===== src/rtl/hilo_mac_pkg.sv =====
package hilo_mac_pkg;

  localparam int OP_W = 5;

  typedef enum logic [1:0] {
    ACC_NONE = 2'b00,
    ACC_ADD  = 2'b01,
    ACC_SUB  = 2'b10,
    ACC_RSVD = 2'b11
  } acc_mode_e;

  // Field order is the op_code bit order: [4] signed, [3] negate, [2:1] mode, [0] HI.
  typedef struct packed {
    logic      is_signed;
    logic      negate;
    acc_mode_e mode;
    logic      hi_half;
  } mac_op_t;

  typedef enum logic [1:0] {
    ST_IDLE  = 2'b00,
    ST_MULT  = 2'b01,
    ST_ACCUM = 2'b10
  } mac_state_e;

endpackage


===== src/rtl/mac_ctrl.sv =====
module mac_ctrl
  import hilo_mac_pkg::*;
(
  input  logic clk,
  input  logic rst_n,
  input  logic issue_valid,
  output logic ready,
  output logic load_ops,
  output logic load_prod,
  output logic commit
);

  mac_state_e state_q, state_d;

  always_comb begin
    state_d = state_q;
    case (state_q)
      ST_IDLE:  if (issue_valid) state_d = ST_MULT;
      ST_MULT:  state_d = ST_ACCUM;
      ST_ACCUM: state_d = ST_IDLE;
      default:  state_d = ST_IDLE;
    endcase
  end

  always_ff @(posedge clk or negedge rst_n) begin
    if (!rst_n) state_q <= ST_IDLE;
    else        state_q <= state_d;
  end

  assign ready     = (state_q == ST_IDLE);
  assign load_ops  = ready && issue_valid;
  assign load_prod = (state_q == ST_MULT);
  assign commit    = (state_q == ST_ACCUM);

endmodule


===== src/rtl/mac_product.sv =====
module mac_product #(
  parameter int DATA_W = 32
) (
  input  logic [DATA_W-1:0]   a,
  input  logic [DATA_W-1:0]   b,
  input  logic                is_signed,
  output logic [2*DATA_W-1:0] prod
);

  localparam int PROD_W = 2 * DATA_W;

  logic [PROD_W-1:0] ext_a, ext_b;

  // Extension to full width; the truncated product is exact modulo 2^PROD_W.
  always_comb begin
    ext_a = {{DATA_W{is_signed & a[DATA_W-1]}}, a};
    ext_b = {{DATA_W{is_signed & b[DATA_W-1]}}, b};
    prod  = ext_a * ext_b;
  end

endmodule


===== src/rtl/mac_combine.sv =====
module mac_combine
  import hilo_mac_pkg::*;
#(
  parameter int ACC_W = 64
) (
  input  logic [ACC_W-1:0] acc,
  input  logic [ACC_W-1:0] prod,
  input  logic             negate,
  input  acc_mode_e        mode,
  output logic [ACC_W-1:0] sum
);

  logic [ACC_W-1:0] term;

  always_comb begin
    term = negate ? (~prod + {{(ACC_W-1){1'b0}}, 1'b1}) : prod;
    case (mode)
      ACC_ADD: sum = acc + term;
      ACC_SUB: sum = acc - term;
      default: sum = term;
    endcase
  end

endmodule


===== src/rtl/hilo_mac.sv =====
module hilo_mac
  import hilo_mac_pkg::*;
#(
  parameter int DATA_W = 32
) (
  input  logic              clk,
  input  logic              rst_n,
  input  logic              issue_valid,
  output logic              issue_ready,
  input  logic [OP_W-1:0]   op_code,
  input  logic              ret_en,
  input  logic [DATA_W-1:0] src_a,
  input  logic [DATA_W-1:0] src_b,
  output logic              done,
  output logic [DATA_W-1:0] result,
  output logic [DATA_W-1:0] acc_hi,
  output logic [DATA_W-1:0] acc_lo
);

  localparam int ACC_W = 2 * DATA_W;

  logic load_ops, load_prod, commit;

  mac_op_t           op_q, op_d;
  logic              ret_q, ret_d;
  logic [DATA_W-1:0] a_q, a_d, b_q, b_d;
  logic [ACC_W-1:0]  prod_q, prod_d, prod_c;
  logic [ACC_W-1:0]  acc_q, acc_d, sum_c;
  logic [DATA_W-1:0] res_q, res_d;
  logic              done_q, done_d;

  mac_ctrl u_ctrl (
    .clk        (clk),
    .rst_n      (rst_n),
    .issue_valid(issue_valid),
    .ready      (issue_ready),
    .load_ops   (load_ops),
    .load_prod  (load_prod),
    .commit     (commit)
  );

  mac_product #(.DATA_W(DATA_W)) u_prod (
    .a        (a_q),
    .b        (b_q),
    .is_signed(op_q.is_signed),
    .prod     (prod_c)
  );

  mac_combine #(.ACC_W(ACC_W)) u_comb (
    .acc   (acc_q),
    .prod  (prod_q),
    .negate(op_q.negate),
    .mode  (op_q.mode),
    .sum   (sum_c)
  );

  // Next-state logic with explicit enables
  always_comb begin
    op_d   = load_ops  ? mac_op_t'(op_code) : op_q;
    ret_d  = load_ops  ? ret_en             : ret_q;
    a_d    = load_ops  ? src_a              : a_q;
    b_d    = load_ops  ? src_b              : b_q;
    prod_d = load_prod ? prod_c             : prod_q;
    acc_d  = commit    ? sum_c              : acc_q;
    res_d  = res_q;
    if (commit && ret_q)
      res_d = op_q.hi_half ? sum_c[ACC_W-1:DATA_W] : sum_c[DATA_W-1:0];
    done_d = commit;
  end

  always_ff @(posedge clk or negedge rst_n) begin
    if (!rst_n) begin
      op_q   <= '0;
      ret_q  <= 1'b0;
      a_q    <= '0;
      b_q    <= '0;
      prod_q <= '0;
      acc_q  <= '0;
      res_q  <= '0;
      done_q <= 1'b0;
    end else begin
      op_q   <= op_d;
      ret_q  <= ret_d;
      a_q    <= a_d;
      b_q    <= b_d;
      prod_q <= prod_d;
      acc_q  <= acc_d;
      res_q  <= res_d;
      done_q <= done_d;
    end
  end

  assign done   = done_q;
  assign result = res_q;
  assign acc_hi = acc_q[ACC_W-1:DATA_W];
  assign acc_lo = acc_q[DATA_W-1:0];

endmodule


===== config.mk =====
export PLATFORM = sky130hd
export DESIGN_NAME = hilo_mac
export DESIGN_NICKNAME = d
export VERILOG_FILES = /design/src/rtl/hilo_mac_pkg.sv /design/src/rtl/mac_ctrl.sv /design/src/rtl/mac_product.sv /design/src/rtl/mac_combine.sv /design/src/rtl/hilo_mac.sv
export SDC_FILE = /design/constraint.sdc
export NUM_CORES = 2
export LEC_CHECK = 0
export BUFFER_PORTS_ARGS = -buffer_cell sky130_fd_sc_hd__buf_2
export CORE_AREA = 2 2 351 353
export DETAILED_ROUTE_END_ITERATION = 10
export DIE_AREA = 0 0 353 355
export PLACE_DENSITY = 0.72
export SLEW_MARGIN = 20
export SYNTH_ARGS = -nofsm -noshare
export SYNTH_HDL_FRONTEND = slang
export SYNTH_SLANG_ARGS = --single-unit
export TNS_END_PERCENT = 1

===== constraint.sdc =====
create_clock -name clk -period 8.93 [get_ports clk]
set_input_delay 0.893 -clock clk [delete_from_list [all_inputs] [get_ports clk]]
set_output_delay 0.893 -clock clk [all_outputs]
set_load 0.02 [all_outputs]

# == Word level (Yosys, flattened, before mapping) ==
# Cells that the tools add are included.
# word_totals
ff_bits,233
out_inout_bits,98
wordCells,32
# op_classes
add_sub_neg,3
mul,1
n_eq_ne,5
n_mux,5
bitwise,3
n_reduce_logical,3
# op_table
cell,count
one-hot mux 64 bit (2 select lines),1
adder 64 x 1 -> 64 bit (second input constant),1
adder 64 bit,1
multiplier 33 x 33 -> 64 bit,1
two-way mux 64 bit,1
NOT 64 bit,1
subtractor 64 bit,1
two-way mux 32 bit,1
== test 2 x 1 -> 1 bit (second input constant),2
== test 2 bit (second input constant),2
one-hot mux 2 bit (2 select lines),1
bitwise AND 1 bit,2
logical AND 1 bit,2
logical NOT 2 bit,1
two-way mux 2 bit,1
inequality test 2 bit (second input constant),1

# == Logic depth before layout (Yosys ltp) ==
# depth
word_depth,6
ltp_mapped,32
ltp_nobuf,30

# == Modules after synthesis ==
# A second synthesis with hierarchy kept.
# hier_totals
cells_unflattened,5824
area_unflattened_um2,54403.4
# modules_own_cells
mod,instances,cells_per_inst,area_each_um2,seq_area_each_um2
mac_product,1,4127,37786.2,0.0
hilo_mac,1,564,8942.3,5780.5
mac_combine,1,1125,7587.3,0.0
mac_ctrl,1,8,87.6,50.0

# == Worst setup path after synthesis ==
# OpenSTA, ideal clock, no wires.
# synth_path
path_kind,reg2reg
startpoint,register b_q[6]
endpoint,register prod_q[58]
setup_time_ns,0.133
arrival_ns,7.913
setup_slack_ns,0.884
stages_incl_launch_ff,31
path_buffers,3
synth_period_minus_slack_ns,8.046
path_cell_list,dfrtp_1 -> clkbuf_1 -> clkbuf_1 -> nand2_1 -> fa_1 -> inv_1 -> fa_1 -> fa_1 -> inv_1 -> fa_1 -> inv_1 -> fa_1 -> fa_1 -> fa_1 -> inv_1 -> fa_1 -> inv_1 -> ha_1 -> clkbuf_1 -> a21oi_1 -> nand3_1 -> a211o_1 -> a31o_2 -> o21ai_0 -> o21ai_0 -> a31oi_1 -> o21ai_0 -> a221o_1 -> a21oi_1 -> xor2_1 -> o21ai_0
# synth_between
elab_chain_len,1
# synth_rtl
element,line_no,rtl
from (decl),hilo_mac.sv:26,"logic [DATA_W-1:0] a_q, a_d, b_q, b_d;"
from (signal assigned),hilo_mac.sv:76,b_q <= '0;
from (signal assigned),hilo_mac.sv:85,b_q <= b_d;
multiplier 33 x 33 -> 64 bit,mac_product.sv:18,prod = ext_a * ext_b;
to (signal assigned),hilo_mac.sv:86,prod_q <= prod_d;
to (decl),hilo_mac.sv:27,"logic [ACC_W-1:0] prod_q, prod_d, prod_c;"
# No other way between the ends.
# A chain may end at the register's enable or synchronous reset.

# == Final worst setup path ==
# layout_path
startpoint,register a_q[17]
endpoint,register prod_q[58]
# layout_between
elab_chain_len,1
# layout_rtl
element,line_no,rtl
from (decl),hilo_mac.sv:26,
from (signal assigned),hilo_mac.sv:75,a_q <= '0;
from (signal assigned),hilo_mac.sv:84,a_q <= a_d;
multiplier 33 x 33 -> 64 bit,mac_product.sv:18,
# No other way between the ends.

==> impl_metrics.yaml <==
floorplan:
  initial_utilization_pct: 44.8
  dieHeight_um: 355
  die_x_um: 353
  coreArea_mm2: 0.121
  num_rows: 128
  ios: 171
  die_area_mm2: 0.125
detailed_routing:
  dr.pass1.iters: 6
  drc: 0
  post_drt_wl_per_cell_um: 19.6
  top_layer: "met4"
  drt-met1-wl_mm: 67.5
  ant_nets: 0
  viasPerCell: 5.41
  vias: 41722
  drt-total-wl_mm: 152
  route.met3.wl_mm: 13.5
  drt_iter0_markers: 3594
  wl_met2_mm: 67.4
layout:
  antenna_cells: 0
  area_delta_synth_final_pct: 6.64
  seq_area_mm2: 0.00585
  multi_input_area_mm2: 0.0429
  stdcell_area_mm2: 0.0579
  fin_nets: 7542
  drive_gt1_share_pct: 8.33
  nFillCells: 11462
timing:
  tns_ns: 0
  drv_slew: 0
  hold_ws_ns: 0.368
  fin_crit_ns: 8.56
  finalSetupViolations: 0
  post-route-period-util_pct: 95.9
  relSlewSlack_pct: 27.7
  worst_slew_pin_slew_ns: 1.08
  timing.fmax_ghz: 0.117
  rsz0062_at_grt: "false"
  hold_viol: 0
  skew_ns: 0.0375
logic_synthesis:
  syn_area_per_cell_um2: 8.92
  synthCells: 6090
  synth_fp_nets: 7566
  synth-edff-count: 0
  netlist-cell-type-count: 94
  synth_area_mm2: 0.0543
  ys_ff_latch: 233
  synth.yosys.warnings: 0
  synth-seq-area-share_pct: 10.7
  ys_async_sr_fraction_pct: 100
  synthFlopType: "dfrtp_1"
clock_network:
  root_buffer: "clkbuf_16"
  cts_hold_buffers: 0
  clkLatencyLatePin_ns: 0.65
  ctsResizeCount: 0
  cts.htree.levels: 1
  cts_tree: "built"
  cts_buffer_depth: 3
  cts_setup_buffers: 0
  cts_made_buffers: 30
  clock-sinks: 233
  path_clk_slew_ns: 0.06
worst_setup_path:
  cpMostUsedCell: "fa_1"
  worst_setup_path_end_kind: "register"
  slowest_stage: "dfrtp_1"
  critical_path_class: "reg2reg"
  cp.arrival_ns: 9.07
  cp-start-kind: "register"
  path_max_fanout: 14
  required_ns: 9.43
  cpPeakStageDelay_ns: 0.58
place:
  gp_congestion: 0.957
  io_buffers: 170
  placed_cell_area_mm2: 0.0569
  dpl.hpwl_mm: 128
status:
  outcome: "completed"
grt:
  first_global_vias: 43332
  grt_pass1_wl_mm: 243
  grt_start_max_net_pins: 135
  grt_antenna_before_repair: 3
  track_usage_pct: 24.4
  gr-total-overflow: 0
run:
  cap_violations: 0
worst_hold_path:
  hold_class: "in2async"
-- critical path: cells and delay by family (launching register included) --
family                   cells  cell delay, ns
adder cells (fa/ha/maj)      9            4.37
AO/OA/AOI/OAI               11            2.61
flip-flops                   1            0.58
buffers and inverters        5            0.45
AND/OR/NAND/NOR              1            0.26
XOR/XNOR                     1            0.17
-- metal layers --
layer,GRT usage [%],up-vias
met3,4.70,206
li1,-,18646
met5,0,-
met4,4.60,0
met1,35.4,21127
met2,38.3,1743
-- kinds of logic after synthesis --
logic type / share of synthesized area [%]
AND/OR/NAND/NOR: 15.7
buffers and inverters: 10.5
adder cells (fa/ha/maj): 47.9
AO/OA/AOI/OAI: 9.25
XOR/XNOR: 4.22
flip-flops: 10.7
multiplexers: 1.81
-- area by class of cell --
cell class / count / area share, %
timing repair buffer: 297 / 3.20
clock inverter: 13 / 0.356
inverter: 1151 / 7.46
tap: 1625 / 3.51
multi-input combinational: 4353 / 74.0
sequential: 233 / 10.1
clock buffer: 40 / 1.43
-- sequential cells by signal, indices dropped and copies added (netlist names) --
signal / cells
a_q: 32
acc_q: 64
b_q: 32
done: 1
op_q: 5
prod_q: 64
result: 32
ret_q: 1
u_ctrl.state_q: 2
-- synth_stat cells (all sizes together), types with 34 or more instances --
library cell	n	area, um^2
a21o	89	668
xor2	133	1170
a31oi	42	263
nand2	997	3740
ha	277	3470
nor2	166	623
fa	1126	22500
nor3	35	186
xnor2	126	1120
nand3	34	175
and2	353	2210
nand4	38	244
mux2	76	856
inv	1150	4320
o21ai	258	1290
and3	41	258
clkbuf	333	1250
a21oi	204	1020
dfrtp	233	5830
-- through the flow --
step                      setup slack [ns]  instances  utilization, %
after floorplan                      0.884       6090               -
after global placement               0.402       7659            46.9
after detailed placement             0.298       7659            46.9
after CTS                            0.223       7712            47.7
after global routing               0.00531       7712            47.7
final                                0.365       7712            47.7
-- layout by cell type, fill, tap and decap left out, types with 19 or more instances in the layout --
| master | n |
|---|---|
| and3_1 | 40 |
| inv_1 | 1149 |
| fa_1 | 1126 |
| a21o_1 | 89 |
| ha_1 | 276 |
| buf_2 | 169 |
| and2_1 | 350 |
| buf_4 | 124 |
| a31oi_1 | 41 |
| nand4_1 | 37 |
| xor2_1 | 132 |
| o31ai_1 | 22 |
| a21oi_1 | 204 |
| mux2_2 | 76 |
| o21bai_1 | 28 |
| xnor2_1 | 124 |
| o21a_1 | 20 |
| nand3_1 | 33 |
| or2_2 | 19 |
| nor3_1 | 34 |
| dfrtp_1 | 218 |
| o21ai_0 | 254 |
| clkbuf_16 | 30 |
| nor2_1 | 166 |
| or3_1 | 20 |
| nand2_1 | 997 |
-- path summary, 6_finish.rpt --
check	start	to	slack, ns	cells after the start
setup reg to reg	a_q[17]	prod_q[58]	0.37	27
max in group asynchronous	rst_n	acc_q[49]	7.25	2
hold / removal	rst_n	a_q[17]	0.37	1
setup / recovery	a_q[17]	prod_q[58]	0.37	27
min in group clk	op_code[1]	op_q[1]	0.47	3
hold reg to reg	result[7]	result[7]	0.48	2
Power is not shown: default switching activity piles up to over one toggle a cycle in this logic, so the estimate is an artifact.
